`src/rtl/ntt_pkg.sv`:
```
// Package ntt_pkg
// Shared state encoding and elaboration-time arithmetic helpers for the
// paired-coefficient NTT engine. Assumes the modulus is an odd prime of at
// most 31 bits, so that products fit in a longint.
package ntt_pkg;

    // Scheduler phases: two reads, two butterfly cycles, two writes per group.
    typedef enum logic [2:0] {
        S_IDLE = 3'd0,
        S_RD0  = 3'd1,
        S_RD1  = 3'd2,
        S_BF0  = 3'd3,
        S_BF1  = 3'd4,
        S_WR0  = 3'd5,
        S_WR1  = 3'd6,
        S_DONE = 3'd7
    } sched_state_t;

    // Modular exponentiation by square-and-multiply.
    function automatic longint mod_pow(longint base, longint e, longint m);
        longint r = 1;
        longint b = base % m;
        longint x = e;
        while (x > 0) begin
            if ((x % 2) == 1) r = (r * b) % m;
            b = (b * b) % m;
            x = x / 2;
        end
        return r;
    endfunction

    // Smallest w > 1 whose N/2-th power is -1, that is, of order exactly n.
    function automatic longint find_root(longint n, longint q);
        longint w = 2;
        longint found = 0;
        while (found == 0 && w < q) begin
            if (mod_pow(w, n / 2, q) == q - 1) found = w;
            w = w + 1;
        end
        return found;
    endfunction

endpackage

```
`src/rtl/ntt_coef_ram.sv`:
```
// Module ntt_coef_ram
// Single-port coefficient store, one word per address, each word holding two
// coefficients. Read is synchronous with one cycle of latency, and a read in
// the cycle of a write returns the old word. No reset: contents are data.
module ntt_coef_ram #(
    parameter int AW = 7,
    parameter int WW = 26
) (
    input  logic          clk,
    input  logic          we,
    input  logic [AW-1:0] addr,
    input  logic [WW-1:0] wdata,
    output logic [WW-1:0] rdata
);
    localparam int DEPTH = 1 << AW;

    logic [WW-1:0] mem [DEPTH];

    // Write on strobe, and register the addressed word every cycle.
    always_ff @(posedge clk) begin
        if (we) mem[addr] <= wdata;
        rdata <= mem[addr];
    end
endmodule

```
`src/rtl/ntt_twiddle_rom.sv`:
```
// Module ntt_twiddle_rom
// Holds W^k mod Q for k in [0, N/2), where W is the smallest element of order
// N. The table is computed at elaboration. The output is registered, so the
// factor appears one cycle after its index is presented.
module ntt_twiddle_rom #(
    parameter int N  = 256,
    parameter int Q  = 7681,
    parameter int QW = 13
) (
    input  logic                     clk,
    input  logic [$clog2(N)-2:0]     idx,
    output logic [QW-1:0]            tw
);
    localparam int     HALF = N / 2;
    localparam longint ROOT = ntt_pkg::find_root(N, Q);

    logic [QW-1:0] tab [HALF];

    // One constant entry per twiddle exponent.
    for (genvar k = 0; k < HALF; k++) begin : g_tab
        localparam logic [QW-1:0] VAL = QW'(ntt_pkg::mod_pow(ROOT, k, Q));
        assign tab[k] = VAL;
    end

    // Registered lookup.
    always_ff @(posedge clk) begin
        tw <= tab[idx];
    end
endmodule

```
`src/rtl/ntt_butterfly.sv`:
```
// Module ntt_butterfly
// Single-cycle Cooley-Tukey butterfly: t = b*w mod Q, sum = a+t, dif = a-t,
// all mod Q. The reduction uses Barrett's method with two correction steps.
// Assumes a, b and w are all below Q, and Q is odd with 2^(QW-1) < Q < 2^QW.
module ntt_butterfly #(
    parameter int Q  = 7681,
    parameter int QW = 13
) (
    input  logic [QW-1:0] a,
    input  logic [QW-1:0] b,
    input  logic [QW-1:0] w,
    output logic [QW-1:0] sum,
    output logic [QW-1:0] dif
);
    localparam int     PW = 2 * QW;              // product width
    localparam int     MW = QW + 1;              // Barrett constant width
    localparam int     RW = QW + 2;              // remainder before correction
    localparam longint MU_L = (longint'(1) << PW) / Q;
    localparam logic [MW-1:0]   MU  = MW'(MU_L);
    localparam logic [RW-1:0]   Q_R = RW'(Q);
    localparam logic [QW:0]     Q_S = (QW+1)'(Q);

    logic [PW-1:0]    prod;
    logic [PW+MW-1:0] scaled;
    logic [MW-1:0]    est;
    logic [RW-1:0]    rem0, rem1, rem2;
    logic [QW-1:0]    t;
    logic [QW:0]      s_raw;

    // Barrett reduction of b*w into [0, Q).
    always_comb begin
        prod   = PW'(b) * PW'(w);
        scaled = (PW+MW)'(prod) * (PW+MW)'(MU);
        est    = scaled[PW+MW-1:PW];
        rem0   = RW'(prod) - RW'(est) * Q_R;
        rem1   = (rem0 >= Q_R) ? rem0 - Q_R : rem0;
        rem2   = (rem1 >= Q_R) ? rem1 - Q_R : rem1;
        t      = QW'(rem2);
    end

    // Modular add and subtract of the scaled operand.
    always_comb begin
        s_raw = {1'b0, a} + {1'b0, t};
        sum   = (s_raw >= Q_S) ? QW'(s_raw - Q_S) : QW'(s_raw);
        dif   = (a >= t) ? (a - t) : QW'({1'b0, a} + Q_S - {1'b0, t});
    end
endmodule

```
`src/rtl/ntt_sched.sv`:
```
// Module ntt_sched
// Sequences the log2(N) stages of the transform. Each group reads two words,
// runs one butterfly per word, and writes both words back to their own
// addresses. Before the final stage the lanes are exchanged so that the next
// stage's operand pairs share a word. In the final stage the words are
// written back unchanged, which leaves X[w] and X[w+N/2] together in word w.
// Word layout before stage s (0-based): lane = index bit s, address bits
// [s-1:0] = index bits [s-1:0], higher address bits = index bits above s.
module ntt_sched #(
    parameter int LOG_N = 8,
    parameter int QW    = 13
) (
    input  logic                clk,
    input  logic                rst_n,
    input  logic                start,
    output logic                done,
    output logic                running,
    output logic [LOG_N-2:0]    ram_addr,
    output logic                ram_we,
    output logic [2*QW-1:0]     ram_wdata,
    input  logic [2*QW-1:0]     ram_rdata,
    output logic [LOG_N-2:0]    tw_idx,
    output logic [QW-1:0]       bf_a,
    output logic [QW-1:0]       bf_b,
    output logic                bf_fire,
    input  logic [QW-1:0]       bf_sum,
    input  logic [QW-1:0]       bf_dif
);
    import ntt_pkg::*;

    localparam int AW = LOG_N - 1;           // word address width
    localparam int GW = LOG_N - 2;           // group counter width
    localparam int SW = $clog2(LOG_N);       // stage counter width
    localparam int WW = 2 * QW;

    sched_state_t    state;
    logic [SW-1:0]   stage;
    logic [GW-1:0]   grp;
    logic            last_stage, last_grp;
    logic [SW-1:0]   pbit, tsh;
    logic [AW-1:0]   grp_x, low_mask, tmask, addr0, addr1;
    logic [WW-1:0]   w0, w1;
    logic [QW-1:0]   r0u, r0v, r1u, r1v;

    // Twiddle exponent of the butterfly that starts at word a in this stage.
    function automatic logic [AW-1:0] tw_exp(logic [AW-1:0] a,
                                             logic [AW-1:0] m,
                                             logic [SW-1:0] sh);
        return (a & m) << sh;
    endfunction

    // Stage and group decode into the two word addresses of the group.
    always_comb begin
        last_stage = (stage == SW'(LOG_N - 1));
        last_grp   = (grp == '1);
        pbit       = last_stage ? '0 : stage;
        grp_x      = AW'(grp);
        low_mask   = (AW'(1) << pbit) - AW'(1);
        addr0      = ((grp_x & ~low_mask) << 1) | (grp_x & low_mask);
        addr1      = addr0 | (AW'(1) << pbit);
        // In the final stage the shift wraps to zero, so the mask covers all bits.
        tmask      = (AW'(1) << stage) - AW'(1);
        tsh        = SW'(AW) - stage;
    end

    // Twiddle request: word 0 during RD1, word 1 during BF0 (ROM is registered).
    always_comb begin
        tw_idx = (state == S_RD1) ? tw_exp(addr0, tmask, tsh)
                                  : tw_exp(addr1, tmask, tsh);
    end

    // Butterfly operand select: first word in BF0, second word in BF1.
    always_comb begin
        bf_fire = (state == S_BF0) || (state == S_BF1);
        bf_a    = (state == S_BF1) ? w1[QW-1:0]  : w0[QW-1:0];
        bf_b    = (state == S_BF1) ? w1[WW-1:QW] : w0[WW-1:QW];
    end

    // RAM port drive: address by phase, write data exchanged except in final stage.
    always_comb begin
        ram_addr  = (state == S_RD1 || state == S_WR1) ? addr1 : addr0;
        ram_we    = (state == S_WR0) || (state == S_WR1);
        if (state == S_WR0) ram_wdata = last_stage ? {r0v, r0u} : {r1u, r0u};
        else                ram_wdata = last_stage ? {r1v, r1u} : {r1v, r0v};
        done      = (state == S_DONE);
        running   = (state != S_IDLE);
    end

    // Capture fetched words and butterfly results; datapath registers need no reset.
    always_ff @(posedge clk) begin
        case (state)
            S_RD1: w0 <= ram_rdata;
            S_BF0: begin
                w1  <= ram_rdata;
                r0u <= bf_sum;
                r0v <= bf_dif;
            end
            S_BF1: begin
                r1u <= bf_sum;
                r1v <= bf_dif;
            end
            default: ;
        endcase
    end

    // Phase, group and stage sequencing.
    always_ff @(posedge clk) begin
        if (!rst_n) begin
            state <= S_IDLE;
            stage <= '0;
            grp   <= '0;
        end else begin
            case (state)
                S_IDLE: if (start) begin
                    state <= S_RD0;
                    stage <= '0;
                    grp   <= '0;
                end
                S_RD0:  state <= S_RD1;
                S_RD1:  state <= S_BF0;
                S_BF0:  state <= S_BF1;
                S_BF1:  state <= S_WR0;
                S_WR0:  state <= S_WR1;
                S_WR1: begin
                    if (!last_grp) begin
                        grp   <= grp + GW'(1);
                        state <= S_RD0;
                    end else if (!last_stage) begin
                        grp   <= '0;
                        stage <= stage + SW'(1);
                        state <= S_RD0;
                    end else begin
                        state <= S_DONE;
                    end
                end
                default: state <= S_IDLE;
            endcase
        end
    end
endmodule

```
`src/rtl/ntt_pair_engine.sv`:
```
// Module ntt_pair_engine
// Top of the paired-coefficient forward NTT. Owns the coefficient RAM and
// hands its single port to the host while idle and to the scheduler while a
// transform runs (including the done cycle). Assumes N is a power of two of at
// least 8, Q is a prime with Q = 1 mod N, and the loaded coefficients are below Q.
module ntt_pair_engine #(
    parameter int  N     = 256,
    parameter int  Q     = 7681,
    localparam int LOG_N = $clog2(N),
    localparam int QW    = $clog2(Q),
    localparam int WW    = 2 * QW,
    localparam int AW    = LOG_N - 1
) (
    input  logic          clk,
    input  logic          rst_n,
    input  logic          start,
    output logic          done,
    input  logic          host_we,
    input  logic [AW-1:0] host_addr,
    input  logic [WW-1:0] host_wdata,
    output logic [WW-1:0] host_rdata
);
    logic          running, eng_we, bf_fire, ram_we;
    logic [AW-1:0] eng_addr, ram_addr, tw_idx;
    logic [WW-1:0] eng_wdata, ram_wdata, ram_rdata;
    logic [QW-1:0] tw, bf_a, bf_b, bf_sum, bf_dif;

    // Port ownership: host when idle, engine otherwise.
    always_comb begin
        ram_addr   = running ? eng_addr  : host_addr;
        ram_we     = running ? eng_we    : host_we;
        ram_wdata  = running ? eng_wdata : host_wdata;
        host_rdata = ram_rdata;
    end

    ntt_coef_ram #(.AW(AW), .WW(WW)) u_ram (
        .clk   (clk),
        .we    (ram_we),
        .addr  (ram_addr),
        .wdata (ram_wdata),
        .rdata (ram_rdata)
    );

    ntt_twiddle_rom #(.N(N), .Q(Q), .QW(QW)) u_rom (
        .clk (clk),
        .idx (tw_idx),
        .tw  (tw)
    );

    ntt_butterfly #(.Q(Q), .QW(QW)) u_bf (
        .a   (bf_a),
        .b   (bf_b),
        .w   (tw),
        .sum (bf_sum),
        .dif (bf_dif)
    );

    ntt_sched #(.LOG_N(LOG_N), .QW(QW)) u_sched (
        .clk       (clk),
        .rst_n     (rst_n),
        .start     (start),
        .done      (done),
        .running   (running),
        .ram_addr  (eng_addr),
        .ram_we    (eng_we),
        .ram_wdata (eng_wdata),
        .ram_rdata (ram_rdata),
        .tw_idx    (tw_idx),
        .bf_a      (bf_a),
        .bf_b      (bf_b),
        .bf_fire   (bf_fire),
        .bf_sum    (bf_sum),
        .bf_dif    (bf_dif)
    );
endmodule

```
`config.mk`:
```
export PLATFORM = sky130hd
export DESIGN_NAME = ntt_pair_engine
export DESIGN_NICKNAME = d
export VERILOG_FILES = /design/src/rtl/ntt_pkg.sv /design/src/rtl/ntt_coef_ram.sv /design/src/rtl/ntt_twiddle_rom.sv /design/src/rtl/ntt_butterfly.sv /design/src/rtl/ntt_sched.sv /design/src/rtl/ntt_pair_engine.sv
export SDC_FILE = /design/constraint.sdc
export NUM_CORES = 2
export LEC_CHECK = 0
export CORE_ASPECT_RATIO = 0.5
export CORE_MARGIN = 2
export CORE_UTILIZATION = 30
export DETAILED_ROUTE_END_ITERATION = 12
export DONT_BUFFER_PORTS = 1
export SYNTH_ARGS = -nofsm -noshare
export SYNTH_HDL_FRONTEND = slang
export SYNTH_SLANG_ARGS = --single-unit
```
`constraint.sdc`:
```
create_clock -name clk -period 26.2 [get_ports clk]
set_clock_uncertainty 0.05 [all_clocks]
set_input_delay 1.31 -clock clk [delete_from_list [all_inputs] [get_ports clk]]
set_output_delay 1.31 -clock clk [all_outputs]
set_load 0.01 [all_outputs]
```
Word level (Yosys, flattened, before mapping)
Memories as Yosys holds them, arrays and structs flattened. A register that Yosys moved wholly into a read port is not among the register bits.
Cells that the tools add are included.
- add/subtract/negate cells: 13
- multipliers: 3
- $lt $le $gt $ge: 4
- equality and inequality tests: 13
- shift-type cells: 4
- muxes and demuxes: 29
- bitwise gates (word level): 8
- reduce and logical (&&, ||, !) cells: 7
- operators with widths (cell ; number):
    $mux 13 ; 6
    $mux 26 ; 3
    $mul 26x9->35 const B ; 1
    $ge 15x13->1 const B ; 2
    $mul 13x13->26 ; 1
    $sub 13x13->13 ; 2
    $sub 13x13->13 const B ; 2
    $mux 3 ; 7
    $mux 7 ; 3
    $pmux 3 s7 ; 1
    $mux 6 ; 3
    $eq 3x3->1 const B ; 5
    $mul 14x13->15 const B ; 1
    $mux 15 ; 1
    $sub 15x13->15 const B ; 1
    $sub 15x15->15 ; 1
    $add 13x13->14 ; 1
    $and 7x7->7 ; 2
    $ge 14x13->1 const B ; 1
    $or 7x7->7 ; 2
    $shl 1x3->7 const A ; 2
    $shl 7x3->7 ; 2
    $sub 7x2->7 const B ; 2
    $add 13x13->13 const B ; 1
    other kinds (23) ; 28
- register bits: 116
- bits in writable memories: 3328
- bits in read-only memories: 1664
- output and inout bits: 27
- logic and storage cells: 92
- memories kept: 2
- memories (name ; depth ; bits a word ; read ports ; clocked after Yosys merged registers in ; wr ports ; line ; source):
    u_ram.mem ; 128 ; 26 ; 1 ; 1 ; 1 ; ntt_coef_ram.sv:17 ; logic [WW-1:0] mem [DEPTH];
    (name not given) ; 128 ; 13 ; 1 ; 1 ; 0 ; ntt_twiddle_rom.sv:27 ; tw <= tab[idx];

Depth between registers and ports, before layout
- depth in word-level cells: 13
- gate-level depth with buffers: 86
- gate-level depth less buffers: 80

Modules after synthesis
From an unflattened synthesis, not the netlist that was laid out.
- cell total of the unflattened synthesis: 9811
- area, all modules: 150081.4 um2
- modules (own cells, without submodules) (module ; times used ; cells an instance ; area an instance (um2) ; seq. area each (um2)):
    ntt_coef_ram ; 1 ; 7439 ; 129081.3 ; 100456.3
    ntt_butterfly ; 1 ; 1449 ; 12089.1 ; 0.0
    ntt_sched ; 1 ; 438 ; 5437.7 ; 3363.2
    ntt_twiddle_rom ; 1 ; 447 ; 2906.5 ; 260.2
    ntt_pair_engine ; 1 ; 38 ; 566.8 ; 0.0

Worst setup path before layout
Ideal clock, no wire load.
- path kind: flip-flop to flip-flop
- from: register u_sched.state[2]
- to: register u_sched.r0u[11], data pin
- setup time: 0.262 ns
- arrival time: 18.033 ns
- required time: 25.888 ns
- setup slack: 7.855 ns
- stages on the path, launching flop included: 77
- buffers on the path: 4
- clock period less this slack: 18.345 ns
- cells stage by stage: dfxtp_1 -> nor3b_2 -> buf_4 -> buf_1 -> mux2_2 -> clkbuf_1 -> and2_1 -> fa_1 -> inv_1 -> fa_1 -> inv_1 -> fa_1 -> inv_1 -> fa_1 -> fa_1 -> inv_1 -> ha_1 -> nor2_1 -> [41 not listed] -> mux2_2 -> ha_1 -> nor2b_1 -> o21a_1 -> o21ai_0 -> a21oi_1 -> o21a_1 -> o21ai_0 -> a21oi_1 -> o21ai_0 -> a21boi_0 -> o21ai_0 -> and3_1 -> o21ai_0 -> o311ai_0 -> clkbuf_1 -> nand3_1 -> xnor2_1
- word-level cells in the longest chain between the ends: 13
- ends and longest elaborated chain (element ; line ; source):
    from (decl) ; ntt_sched.sv:36 ; sched_state_t state;
    from (signal assigned) ; ntt_sched.sv:109 ; state <= S_IDLE;
    from (signal assigned) ; ntt_sched.sv:115 ; state <= S_RD0;
    from (signal assigned) ; ntt_sched.sv:119 ; S_RD0: state <= S_RD1;
    $eq 3x3->1 (*) ; - ;
    $mux 13 ; ntt_sched.sv:76 ; bf_b = (state == S_BF1) ? w1[WW-1:QW] : w0[WW-1:QW];
    $mul 13x13->26 ; ntt_butterfly.sv:32 ; prod = PW'(b) * PW'(w);
    $mul 26x9->35 ; ntt_butterfly.sv:33 ; scaled = (PW+MW)'(prod) * (PW+MW)'(MU);
    $mul 14x13->15 ; ntt_butterfly.sv:35 ; rem0 = RW'(prod) - RW'(est) * Q_R;
    $sub 15x15->15 ; ntt_butterfly.sv:35 ;
    $sub 15x13->15 / $ge 15x13->1 (equally long branches) ; ntt_butterfly.sv:36 ; rem1 = (rem0 >= Q_R) ? rem0 - Q_R : rem0;
    $mux 15 ; ntt_butterfly.sv:36 ;
    $sub 13x13->13 / $ge 15x13->1 (equally long branches) ; ntt_butterfly.sv:37 ; rem2 = (rem1 >= Q_R) ? rem1 - Q_R : rem1;
    $mux 13 ; ntt_butterfly.sv:37 ;
    $add 13x13->14 (*) ; ntt_butterfly.sv:43 ; s_raw = {1'b0, a} + {1'b0, t};
    $sub 13x13->13 / $ge 14x13->1 (equally long branches) ; ntt_butterfly.sv:44 ; sum = (s_raw >= Q_S) ? QW'(s_raw - Q_S) : QW'(s_raw);
    $mux 13 (*) ; ntt_butterfly.sv:44 ;
    via bf_sum[11] ; ntt_pair_engine.sv:26 ; logic [QW-1:0] tw, bf_a, bf_b, bf_sum, bf_dif;
    to (signal assigned) ; ntt_sched.sv:95 ; r0u <= bf_sum;
    to (decl) ; ntt_sched.sv:43 ; logic [QW-1:0] r0u, r0v, r1u, r1v;
Mark *: on every way through the listed nets, which the timed path passes. The rest lies on a longest branch.
A chain may end at the register's enable or synchronous reset.

Worst setup path in the final report
- from: register u_sched.state[2]
- to: register u_sched.r0u[6], data pin
Same word-level chain as after synthesis.

==> impl_metrics.prom <==
# TYPE chip_impl_metric gauge
chip_impl_info{name="run_status",value="complete, but fails checks"} 1
chip_impl_info{name="violations",value="max-capacitance violations, max-slew violations"} 1
chip_impl_metric{name="placeableCoreArea",unit="mm²"} 0.476
chip_impl_info{name="layout.cells.most_common",value="edfxtp_1"} 1
chip_impl_info{name="clock_tree_from_tritoncts",value="yes"} 1
chip_impl_metric{name="gp_routability_congestion",unit=""} 0.909
chip_impl_metric{name="worstPathArrival",unit="ns"} 21.09
chip_impl_info{name="critical_path.startpoint_type",value="register"} 1
chip_impl_metric{name="cts.htree.levels",unit=""} 5
chip_impl_metric{name="timing.hold.worst_path_depth",unit=""} 2
chip_impl_metric{name="hold_violations",unit=""} 0
chip_impl_info{name="most_used_cells_in_the_layout_excluding_fill_and_tap_cells",value="edfxtp_1, nand2_1, a22oi_1"} 1
chip_impl_metric{name="yosysWarnings",unit=""} 0
chip_impl_metric{name="finalWorstPathRequiredPeriod",unit="ns"} 20.54
chip_impl_metric{name="sequential_cell_area",unit="mm²"} 0.104
chip_impl_metric{name="timing.critical_path.required",unit="ns"} 26.75
chip_impl_info{name="routed.top_layer",value="met5"} 1
chip_impl_metric{name="cts_sinks",unit=""} 3483
chip_impl_info{name="worst_path_dominant_cell_family",value="adder cells"} 1
chip_impl_metric{name="cts-hold-fix-buffers",unit=""} 0
chip_impl_metric{name="register_area_share_after_synthesis",unit="%"} 72.6
chip_impl_metric{name="number_of_enable_flip_flop_cells_after_synthesis",unit=""} 3432
chip_impl_info{name="worst-setup-path-type",value="register to register"} 1
chip_impl_metric{name="first_pass_grt_wire_length",unit="mm"} 690
chip_impl_metric{name="cts.repair_timing.setup_buffer_count",unit=""} 0
chip_impl_metric{name="grt_antenna_before_repair",unit=""} 63
chip_impl_metric{name="drive_above_1_share",unit="%"} 11.4
chip_impl_metric{name="cts_buffers",unit=""} 344
chip_impl_metric{name="cts.repair.resized",unit=""} 0
chip_impl_metric{name="clk_path_buf_depth",unit=""} 4
chip_impl_metric{name="post_route_met1_wirelength",unit="mm"} 190
chip_impl_metric{name="post_synthesis_async_set_or_reset_flop_share",unit="%"} 0
chip_impl_metric{name="detail_route.first_pass.iterations",unit=""} 6
chip_impl_metric{name="vias",unit=""} 92600
chip_impl_metric{name="placedInstanceArea",unit="mm²"} 0.153
chip_impl_metric{name="timing.max_slew.rel_slack",unit="%"} -9.01
chip_impl_metric{name="syn-cell-area",unit="mm²"} 0.143
chip_impl_info{name="worst_r2r_endpoint",value="u_sched.r0u[6]$_DFFE_PN_"} 1
chip_impl_metric{name="synth_seq_cells",unit=""} 3483
chip_impl_metric{name="io_pins",unit=""} 64
chip_impl_metric{name="syn_inst",unit=""} 9456
chip_impl_metric{name="power_density",unit="mW/mm²"} 91.0
chip_impl_info{name="critical_path_top_delay_cell",value="mux2i_1"} 1
chip_impl_metric{name="max-vdd-ir-drop",unit="µV"} 64.6
chip_impl_info{name="hold_path_startpoint",value="u_sched.grp[5]$_SDFFE_PN0P_"} 1
chip_impl_metric{name="groute.usage.overall",unit="%"} 19.8
chip_impl_metric{name="finalMaxSlewViolations",unit=""} 2
chip_impl_metric{name="fin_tns_setup",unit="ns"} 0
chip_impl_metric{name="final_core_utilization",unit="%"} 34.4
chip_impl_info{name="hold-path-endpoint",value="u_sched.grp[5]$_SDFFE_PN0P_"} 1
chip_impl_metric{name="y_dimension_of_the_die",unit="µm"} 493
chip_impl_metric{name="syn_nets",unit=""} 9904
chip_impl_metric{name="via_per_inst",unit=""} 5.73
chip_impl_metric{name="synthDistinctLibCells",unit=""} 88
chip_impl_metric{name="row_count",unit=""} 179
chip_impl_metric{name="num-fill-cells",unit=""} 45200
chip_impl_metric{name="port_buffers",unit=""} 0
chip_impl_metric{name="grt_pass1_vias",unit=""} 85500
chip_impl_metric{name="r2r.worst_path.cells",unit=""} 76
chip_impl_metric{name="grt_overflow",unit=""} 0
chip_impl_info{name="crit_path_end_kind",value="register"} 1
chip_impl_metric{name="dp_hpwl",unit="mm"} 298
chip_impl_metric{name="worst-path-max-fanout",unit=""} 16
chip_impl_info{name="rsz0062_at_grt",value="false"} 1
chip_impl_metric{name="met2WireLength",unit="mm"} 218
chip_impl_metric{name="tightest_slew",unit="ns"} 1.62
chip_impl_info{name="reg2reg_from",value="u_sched.state[2]$_SDFFE_PN0P_"} 1
chip_impl_info{name="cts.root.buffer_cell",value="clkbuf_16"} 1
chip_impl_metric{name="drt.antenna.violating_nets",unit=""} 0
chip_impl_metric{name="drt-initial-drc-count",unit=""} 16800
chip_impl_metric{name="critical_path_buf_inv_count",unit=""} 10
chip_impl_metric{name="critical_path.max_stage_delay",unit="ns"} 0.92
chip_impl_metric{name="finish.net_count",unit=""} 9979
chip_impl_metric{name="per_cell_routed_wire_length",unit="µm"} 31.0
chip_impl_metric{name="timing.fmax",unit="GHz"} 0.0487
chip_impl_metric{name="met3RoutedLength",unit="mm"} 67.3
chip_impl_info{name="holdCritPathClass",value="register to register"} 1
chip_impl_info{name="synth_ff_type",value="edfxtp_1"} 1
chip_impl_metric{name="setup.reg_to_reg.worst_slack",unit="ns"} 5.66
chip_impl_info{name="crit_path_frequent_cell",value="fa_1"} 1
chip_impl_metric{name="fp.dieW",unit="µm"} 981
chip_impl_metric{name="final.period_utilization",unit="%"} 78.4
chip_impl_metric{name="clkTransAtPathRegs",unit="ns"} 0.06
chip_impl_metric{name="floorplan.die_area",unit="mm²"} 0.484
chip_impl_metric{name="clk-insertion-delay-late",unit="ns"} 0.94
chip_impl_metric{name="detail_route.drc_violations",unit=""} 0
chip_impl_metric{name="avgSynthCellArea",unit="µm²"} 15.2
chip_impl_metric{name="maximum_number_of_pins_on_one_net_before_global_route_repair",unit=""} 88
chip_impl_metric{name="setup_viol_count_final",unit=""} 0
chip_impl_metric{name="wl",unit="mm"} 501
chip_impl_metric{name="leakage",unit="nW"} 52.3
chip_impl_metric{name="cap_viol_max_count",unit=""} 2
chip_impl_metric{name="floorplan.initialDensity",unit="%"} 30.1
chip_impl_metric{name="multiInputGateArea",unit="mm²"} 0.0371
chip_impl_metric{name="worst_hold_slack",unit="ns"} 0.534
chip_impl_metric{name="area.growth.synth_to_final",unit="%"} 14.4
chip_impl_metric{name="area_of_all_placed_cells_without_fillers",unit="mm²"} 0.164
==> cells in the mapped netlist, types with 16 or more instances <==
| cell type | instances | area share, % |
|---|---|---|
| a21oi_1 | 550 | 1.9 |
| inv_1 | 294 | 0.77 |
| a22o_1 | 164 | 1.0 |
| mux4_2 | 44 | 0.69 |
| o221ai_1 | 27 | 0.17 |
| edfxtp_1 | 3432 | 72 |
| buf_1 | 147 | 0.39 |
| nor2b_1 | 35 | 0.15 |
| o311ai_0 | 19 | 0.12 |
| nand4_1 | 106 | 0.46 |
| o21ai_0 | 232 | 0.81 |
| xnor2_1 | 92 | 0.56 |
| a21o_1 | 19 | 0.10 |
| mux2i_1 | 116 | 0.81 |
| a311oi_1 | 29 | 0.18 |
| or3_1 | 24 | 0.10 |
| fa_1 | 158 | 2.2 |
| mux2_2 | 29 | 0.23 |
| nand2_1 | 878 | 2.3 |
| o2111ai_1 | 16 | 0.098 |
| clkbuf_1 | 446 | 1.2 |
| o211ai_1 | 34 | 0.18 |
| a221oi_1 | 206 | 1.3 |
| a2111oi_0 | 20 | 0.12 |
| and3_1 | 29 | 0.13 |
| nand3_1 | 102 | 0.36 |
| ha_1 | 253 | 2.2 |
| nor4_1 | 35 | 0.15 |
| nor3_1 | 66 | 0.23 |
| a22oi_1 | 822 | 4.3 |
| nand2b_1 | 19 | 0.083 |
| a31oi_1 | 99 | 0.43 |
| and2_1 | 80 | 0.35 |
| dfxtp_1 | 51 | 0.71 |
| nor2_1 | 380 | 1.0 |
| o22ai_1 | 55 | 0.24 |
| a211oi_1 | 52 | 0.27 |
| xor2_1 | 34 | 0.21 |
| a41oi_1 | 102 | 0.62 |
==> sequential cells by signal, indices dropped and copies added, names as in the netlist <==
name	flops
u_sched.w1	26
u_sched.r1u	13
u_sched.w0	26
u_sched.grp	6
u_ram.mem	3328
u_sched.r1v	13
u_sched.state	3
u_sched.r0u	13
u_sched.stage	3
u_rom.tw	13
u_ram.rdata	26
u_sched.r0v	13
==> worst max path at each step <==
stage / end / from / slack, ns / depth (start not counted)
finish: u_sched.r0u[6]$_DFFE_PN_ / u_sched.state[2]$_SDFFE_PN0P_ / 5.66 / 76
global route: u_sched.r0u[6]$_DFFE_PN_ / u_sched.state[2]$_SDFFE_PN0P_ / 4.08 / 82
CTS: u_sched.r0u[6]$_DFFE_PN_ / u_sched.state[2]$_SDFFE_PN0P_ / 5.63 / 76
detailed placement: u_sched.r0u[6]$_DFFE_PN_ / u_sched.state[2]$_SDFFE_PN0P_ / 5.71 / 76
global placement: u_sched.r0u[6]$_DFFE_PN_ / u_sched.state[2]$_SDFFE_PN0P_ / 5.76 / 76
floorplan: u_sched.r0u[11]$_DFFE_PN_ / u_sched.state[2]$_SDFFE_PN0P_ / 7.85 / 76
==> kinds of logic after synthesis <==
family | count (synthesis) | share of synthesized area, %
multiplexers | 190 | 1.74
flip-flops | 3483 | 72.6
buffers and inverters | 892 | 2.35
adder cells (fa/ha/maj) | 411 | 4.42
AO/OA/AOI/OAI | 2555 | 12.5
AND/OR/NAND/NOR | 1798 | 5.58
XOR/XNOR | 127 | 0.786
==> through the flow <==
| step | cells | setup WS [ns] | total power [W] |
|---|---|---|---|
| finish | 16200 | 5.66 | 0.0149 |
| global route | 16100 | 4.08 | 0.0153 |
| floorplan | 9456 | 7.85 | 0.00853 |
| CTS | 16100 | 5.63 | 0.0148 |
| detailed placement | 15500 | 5.71 | 0.0100 |
| global placement | 15500 | 5.76 | 0.00998 |
==> power breakdown <==
group	switching (W)	total, W	internal (W)	leakage [nW]
clock network	0.00214	0.00490	0.00276	5.33
logic	0.00250	0.00335	0.000845	15.5
registers	0.000114	0.00667	0.00656	31.4
==> per-layer routing <==
layer,GRT usage (%),vias to the layer above
met5,0,-
li1,-,37400
met4,8.92,24
met1,26.9,47400
met3,5.59,972
met2,29.6,6799
==> cell type report <==
type	instances	area share (%)
Clock inverter	185	1.07
Tap cell	6335	4.84
Timing Repair Buffer	325	1.62
Clock buffer	435	5.58
Inverter	296	0.678
Antenna cell	24	0.0366
Multi-Input combinational cell	5081	22.7
Sequential cell	3483	63.5
==> worst register-to-register path: cells and delay by family (launching register included) <==
kind | cells | cell delay [ns]
adder cells (fa/ha/maj) | 18 | 7.43
AO/OA/AOI/OAI | 26 | 5.64
XOR/XNOR | 9 | 2.29
AND/OR/NAND/NOR | 12 | 2.26
buffers and inverters | 10 | 0.99
multiplexers | 1 | 0.93
flip-flops | 1 | 0.67
(Power assumes the default switching activity.)
